File: src/rtl/firPkg.sv
package firPkg;

  // Strobes passed from control to datapath
  typedef struct packed {
    logic clear;     // synchronous clear of all storage
    logic lineFull;  // delay line holds a full window of samples
  } firStrobes_t;

  // Coefficient of mirrored pair k; index taps/2 is the centre tap
  function automatic int coefOf(input int k, input int taps);
    if (k == taps / 2) return 64;
    return 3 * k - 10;
  endfunction

endpackage

File: src/rtl/approxAdder.sv
module approxAdder #(
  parameter int W = 12,
  parameter int K = 0
) (
  input  logic [W-1:0] a,
  input  logic [W-1:0] b,
  output logic [W-1:0] s
);
  generate
    if (K <= 0) begin : g_exact
      assign s = a + b;
    end else if (K >= W) begin : g_allOr
      assign s = a | b;
    end else begin : g_split
      logic [K-1:0]   loPart;
      logic [W-K-1:0] hiPart;
      logic [W-K-1:0] carryIn;
      always_comb begin
        carryIn    = '0;
        carryIn[0] = a[K-1] & b[K-1];
        loPart     = a[K-1:0] | b[K-1:0];
        hiPart     = a[W-1:K] + b[W-1:K] + carryIn;
      end
      assign s = {hiPart, loPart};
    end
  endgenerate
endmodule

File: src/rtl/firCtrl.sv
module firCtrl
  import firPkg::*;
#(
  parameter int TAPS = 41
) (
  input  logic        clk,
  input  logic        rst,
  output firStrobes_t stb
);
  localparam int CNT_W = $clog2(TAPS + 1);
  localparam logic [CNT_W-1:0] FULL_CNT = CNT_W'(TAPS);

  logic [CNT_W-1:0] fillCnt;

  always_ff @(posedge clk) begin
    if (rst) fillCnt <= '0;
    else if (fillCnt != FULL_CNT) fillCnt <= fillCnt + 1'b1;
  end

  always_comb begin
    stb.clear    = rst;
    stb.lineFull = (fillCnt == FULL_CNT);
  end
endmodule

File: src/rtl/firDatapath.sv
module firDatapath
  import firPkg::*;
#(
  parameter int DATA_W     = 12,
  parameter int TAPS       = 41,
  parameter int COEF_W     = 12,
  parameter int ACC_W      = 24,
  parameter int SHIFT      = 8,
  parameter int PRE_APPROX = 0,
  parameter int ACC_APPROX = 0
) (
  input  logic                     clk,
  input  firStrobes_t              stb,
  input  logic signed [DATA_W-1:0] xIn,
  output logic signed [DATA_W-1:0] yOut,
  output logic                     yValid
);
  localparam int NPAIR  = TAPS / 2;
  localparam int NTERM  = NPAIR + 1;
  localparam int PW     = DATA_W + 1;
  localparam int PRODW  = PW + COEF_W;
  localparam logic signed [ACC_W:0] HALF_LSB = (ACC_W+1)'(1) <<< (SHIFT - 1);
  localparam logic signed [ACC_W:0] MAX_OUT  = (ACC_W+1)'((1 << (DATA_W - 1)) - 1);
  localparam logic signed [ACC_W:0] MIN_OUT  = -((ACC_W+1)'(1) <<< (DATA_W - 1));

  // Stage 1: delay line
  logic signed [DATA_W-1:0] line [TAPS];

  always_ff @(posedge clk) begin
    if (stb.clear) begin
      for (int i = 0; i < TAPS; i++) line[i] <= '0;
    end else begin
      line[0] <= xIn;
      for (int i = 1; i < TAPS; i++) line[i] <= line[i-1];
    end
  end

  // Stage 2: mirrored pre-add
  logic [PW-1:0]        preSum [NTERM];
  logic signed [PW-1:0] preReg [NTERM];

  generate
    for (genvar k = 0; k < NPAIR; k++) begin : g_pre
      logic [PW-1:0] opA, opB;
      assign opA = PW'(line[k]);
      assign opB = PW'(line[TAPS-1-k]);
      approxAdder #(.W(PW), .K(PRE_APPROX)) preAdd (
        .a(opA), .b(opB), .s(preSum[k])
      );
    end
  endgenerate
  assign preSum[NPAIR] = PW'(line[NPAIR]);

  // Stage 3: coefficient products
  logic signed [ACC_W-1:0] prodReg [NTERM];
  logic signed [ACC_W-1:0] prodNext [NTERM];

  generate
    for (genvar k = 0; k < NTERM; k++) begin : g_mul
      localparam logic signed [COEF_W-1:0] COEF = COEF_W'(coefOf(k, TAPS));
      logic signed [PRODW-1:0] fullProd;
      assign fullProd    = preReg[k] * COEF;
      assign prodNext[k] = ACC_W'(fullProd);
    end
  endgenerate

  // Stage 4 input: accumulation chain in fixed order
  logic [ACC_W-1:0] chain [NTERM];
  assign chain[0] = prodReg[0];

  generate
    for (genvar k = 1; k < NTERM; k++) begin : g_acc
      logic [ACC_W-1:0] nextTerm;
      assign nextTerm = prodReg[k];
      approxAdder #(.W(ACC_W), .K(ACC_APPROX)) accAdd (
        .a(chain[k-1]), .b(nextTerm), .s(chain[k])
      );
    end
  endgenerate

  // Rounding and saturation
  logic signed [ACC_W-1:0] accSum;
  logic signed [ACC_W:0]   biased;
  logic signed [ACC_W:0]   scaled;
  logic signed [DATA_W-1:0] clipped;

  always_comb begin
    accSum = chain[NTERM-1];
    biased = (ACC_W+1)'(accSum) + HALF_LSB;
    scaled = biased >>> SHIFT;
    if (scaled > MAX_OUT)      clipped = MAX_OUT[DATA_W-1:0];
    else if (scaled < MIN_OUT) clipped = MIN_OUT[DATA_W-1:0];
    else                       clipped = scaled[DATA_W-1:0];
  end

  // Pipeline registers and valid tracking
  logic vPre, vProd;

  always_ff @(posedge clk) begin
    if (stb.clear) begin
      for (int i = 0; i < NTERM; i++) begin
        preReg[i]  <= '0;
        prodReg[i] <= '0;
      end
      yOut   <= '0;
      vPre   <= 1'b0;
      vProd  <= 1'b0;
      yValid <= 1'b0;
    end else begin
      for (int i = 0; i < NTERM; i++) begin
        preReg[i]  <= preSum[i];
        prodReg[i] <= prodNext[i];
      end
      yOut   <= clipped;
      vPre   <= stb.lineFull;
      vProd  <= vPre;
      yValid <= vProd;
    end
  end
endmodule

File: src/rtl/symFirApprox.sv
module symFirApprox
  import firPkg::*;
#(
  parameter int DATA_W     = 12,
  parameter int TAPS       = 41,
  parameter int COEF_W     = 12,
  parameter int ACC_W      = 24,
  parameter int SHIFT      = 8,
  parameter int PRE_APPROX = 0,
  parameter int ACC_APPROX = 0
) (
  input  logic                     clk,
  input  logic                     rst,
  input  logic signed [DATA_W-1:0] xIn,
  output logic signed [DATA_W-1:0] yOut,
  output logic                     yValid
);
  firStrobes_t stb;

  firCtrl #(.TAPS(TAPS)) ctrl (
    .clk(clk), .rst(rst), .stb(stb)
  );

  firDatapath #(
    .DATA_W(DATA_W), .TAPS(TAPS), .COEF_W(COEF_W), .ACC_W(ACC_W),
    .SHIFT(SHIFT), .PRE_APPROX(PRE_APPROX), .ACC_APPROX(ACC_APPROX)
  ) dp (
    .clk(clk), .stb(stb), .xIn(xIn), .yOut(yOut), .yValid(yValid)
  );
endmodule

File: config.mk
export PLATFORM = sky130hd
export DESIGN_NAME = symFirApprox
export DESIGN_NICKNAME = d
export VERILOG_FILES = /design/src/rtl/firPkg.sv /design/src/rtl/approxAdder.sv /design/src/rtl/firCtrl.sv /design/src/rtl/firDatapath.sv /design/src/rtl/symFirApprox.sv
export SDC_FILE = /design/constraint.sdc
export NUM_CORES = 2
export LEC_CHECK = 0
export BUFFER_PORTS_ARGS = -buffer_cell sky130_fd_sc_hd__buf_4
export CORE_MARGIN = 2
export CORE_UTILIZATION = 35
export CTS_CLUSTER_DIAMETER = 60
export DETAILED_ROUTE_END_ITERATION = 6
export PLACE_DENSITY_LB_ADDON = 0.12
export SYNTH_ARGS = -nofsm -noshare
export SYNTH_HDL_FRONTEND = slang
export SYNTH_SLANG_ARGS = --single-unit
File: constraint.sdc
create_clock -name clk -period 10.25 [get_ports clk]
set_input_delay 0.5125 -clock clk [delete_from_list [all_inputs] [get_ports clk]]
set_output_delay 0.5125 -clock clk [all_outputs]
set_load 0.02 [all_outputs]
==> flow_summary_export.csv <==
group,metric,value,unit
run_status,outcome,"finished, final reports clean",
setup_path,cp_max_fo,11,
sta,final_hold_viol_count,0,
pwr,switching_share,29.2,%
clocking,cts_setup_buffers,0,
routing,ant_nets,0,
place,io_buffer_count,26,
sta,worst_slew_pin_slew,1020,ps
clocking,clk_latency,790,ps
place,routabilityCongestion,0.843,
pwr,p_int,8320,uW
clocking,root_buffer,"clkbuf_16",
setup_path,reg2reg_depth,23,
floorplanning,coreArea,187000,um2
clocking,clock-sinks,1133,
routing,routed_wl,163000,um
sta,fmax,124,MHz
routing,dr_total_vias,41600,
finish,syn_to_final_growth,11.9,%
finish,fill_cells,18700,
yosys,synth_edf_count,0,
setup_path,ff2ff_setup_slack,2200,ps
routing,first_pass_iters,5,
routing,drc,0,
setup_path,crit_path_start_kind,"flip-flop",
min_path,hold_class,"primary input to flip-flop",
sta,finalCritPeriodShare,78.6,%
global_route,antenna_found_initial,4,
yosys,avgSynthCellArea,9.89,um2
global_route,grt_max_degree,146,
floorplanning,io_pins,27,
clocking,clk_pin_slew,60,ps
yosys,synth-seq-area-share,34.4,%
setup_path,critPathTopFamily,"adder cells",
pwr,seq_power_share,38.5,%
setup_path,path_buf_inv,4,
sta,period_needed,8050,ps
global_route,grtUsageTotal,17.4,%
floorplanning,num_rows,159,
yosys,synth_nets,8035,
setup_path,path_common_cell,"fa_1",
setup_path,critPathKind,"flip-flop to flip-flop",
setup_path,crit_required,10980,ps
place,hpwl,132000,um
clocking,h-tree-depth,4,
setup_path,worstPathArrival,8780,ps
clocking,cts_buffers,144,
floorplanning,die_width,438,um
pwr,clockPowerShare,43.4,%
setup_path,cp_slowest_cell,"dfxtp_1",
yosys,synthCells,6669,
sta,rsz0062_at_grt,"false",
floorplanning,initial_core_util,35.2,%
pwr,ir_drop,0.000168,V
routing,wl_per_cell,17.4,um
global_route,grt_pass1_wl,258000,um
clocking,cts_tree,"built",
sta,slew_viol_final,0,
yosys,ys_dominant_reg_cell,"dfxtp_1",
sta,final.setup.tns,0,ps
yosys,ys_ff_latch,1133,
sta,slew_headroom,32.2,%
finish,postLayoutCoreUtil,39.4,%
sta,setup_violations,0,
global_route,grt_pass1_vias,44600,
job,maxCapViolCount,0,
clocking,cts_resized,0,
clocking,cts_buffer_depth,3,
finish,nets,8094,
setup_path,cp_num_cells,23,
yosys,ys.warnings.count,0,
floorplanning,die_area,192000,um2
sta,finalClockSkew,23.0,ps
setup_path,cp-end-kind,"flip-flop",
yosys,async_reset_ff_share,0,%
yosys,netlist_area,65900,um2
routing,routed_via_density,4.46,
min_path,whs_path_depth,2,
yosys,synth_cell_type_count,72,
setup_path,path_cells,"inv_1 -> fa_1 -> inv_1 -> fa_1 -> fa_1 -> fa_1 -> fa_1 -> fa_1 -> inv_1 -> fa_1 -> inv_1 -> ha_1 -> or3_1 -> a311oi_1 -> nor2_1 -> o311a_1 -> o211ai_1 -> and2_1 -> nand4_1 -> nor3_1 -> nor2b_1 -> a21oi_2 -> a21o_1",
pwr,pwr-share-comb,18.1,%
pwr,p_leak,0.0351,uW
pwr,p_per_area,159,nW/um2
finish,drive_above_1_share,4.87,%
pwr,switching_power,3430,uW
global_route,grt.overflow.total,0,
floorplanning,die_h,438,um
routing,drtIter0Drc,1859,
setup_path,max_stage_delay,730,ps
[worst paths after layout]
path	from	end
hold reg to reg	dp.preReg[0][185]	dp.prodReg[0][344]
setup reg to reg	dp.prodReg[0][119]	dp.yOut[0]
setup / recovery	dp.prodReg[0][119]	dp.yOut[0]
hold / removal	rst	dp.preReg[0][204]
[cells in the mapped netlist, types with 4 or more instances]
cell type,count,share of area [%]
mux2i_1,15,0.23
xor2_1,100,1.3
and2_1,12,0.11
a31oi_1,15,0.14
nand3_1,25,0.19
nor2b_1,644,6.1
a21boi_0,61,0.69
nor3_1,205,1.6
inv_1,1204,6.9
buf_1,4,0.023
o21a_1,59,0.67
or4_1,7,0.080
nand2b_1,29,0.28
nand3b_1,7,0.080
fa_1,568,17
nand2_1,134,0.76
nand4_1,8,0.076
xnor2_1,250,3.3
clkbuf_1,133,0.76
nor4_1,12,0.11
or4b_2,20,0.30
o211ai_1,9,0.10
o21ai_0,198,1.5
or2_2,10,0.095
dfxtp_1,1133,34
o21bai_1,70,0.80
nor2_1,494,2.8
a211oi_1,11,0.13
mux2_2,14,0.24
ha_1,784,15
nor3b_1,7,0.080
and3_1,18,0.17
o41a_1,5,0.085
a21o_1,68,0.77
nor4b_1,5,0.066
a21oi_1,258,2.0
or3_1,11,0.10
o41ai_1,5,0.066
[through the flow]
stage          instances  total power, uW  instance area [um2]  setup slack, ps  hold WS (ps)
2_1_floorplan       6669             6200                65900             2870           414
6_report            9339            11700                73800             2200           120
3_3_place_gp        9065             6780                68800             2260           416
5_1_grt             9336            12400                73800             1590           115
4_1_cts             9335            12000                73800             2130          66.2
3_5_place_dp        9065             6780                68800             2150           420
[metal layers]
layer | up-vias | wire length [um] | global-route usage [%] | part of all wire (%)
met2 | 402 | 73700 | 28.3 | 45
li1 | 21200 | - | - | -
met5 | - | 0 | 0 | 0
met1 | 19900 | 82200 | 24.7 | 51
met4 | 0 | 2730 | 3.80 | 1.7
met3 | 173 | 3950 | 2.28 | 2.4
[sequential cells by signal, summed over array words and instances, names as in the netlist]
register      flops
dp.line         491
ctrl.fillCnt      6
dp.vProd          1
dp.prodReg      360
dp.yValid         1
dp.vPre           1
dp.preReg       261
dp.yOut          12
[cell families after synthesis]
kind of cell	Yosys count	synth area share, %
flip-flops	1133	34.4
multiplexers	29	0.467
adder cells (fa/ha/maj)	1352	32.1
XOR/XNOR	350	4.65
AO/OA/AOI/OAI	801	7.52
buffers and inverters	1346	7.70
AND/OR/NAND/NOR	1658	13.1
[cells in the final DEF (no fill, tap or decap), drive strengths merged, types with 6 or more instances in the layout]
cell,count
inv,1228
dfxtp,1133
ha,784
nor2b,644
fa,568
nor2,494
a21oi,260
xnor2,250
nor3,206
o21ai,199
clkbuf,193
nand2,134
xor2,100
o21bai,70
a21o,68
a21boi,61
o21a,59
buf,43
nand2b,29
clkinv,29
nand3,25
or4b,20
and3,18
a31oi,15
mux2i,15
mux2,14
and2,12
nor4,12
dlygate4sd3,12
a211oi,11
or3,11
or2,10
o211ai,10
nand4,8
nand3b,7
or4,7
nor3b,7
clkinvlp,6
bufinv,6
[timing repair]
| action | 4_1_cts | 5_1_grt |
|---|---|---|
| endpoints found under the hold margin | 12 | 0 |
| endpoints found under the setup margin | 0 | 0 |
| hold buffers | 12 | 0 |
[power groups by stage]
stage	Combinational (uW)	Clock (uW)	Sequential (uW)
2_1_floorplan	1570	0	4630
3_3_place_gp	2160	0	4620
3_5_place_dp	2160	0	4620
4_1_cts	2180	5260	4520
5_1_grt	2430	5430	4530
6_report	2130	5100	4520
[layout make-up]
class | count | area, um2 | area share, %
sequential | 1133 | 22700 | 30.7
inverter | 1204 | 4520 | 6.12
tap | 2495 | 3120 | 4.23
clock buffer | 193 | 4060 | 5.50
antenna | 4 | 10.0 | 0.0136
clock inverter | 65 | 763 | 1.03
multi-input combinational | 4190 | 38200 | 51.7
timing repair buffer | 55 | 463 | 0.627
(Power assumes the default switching activity.)
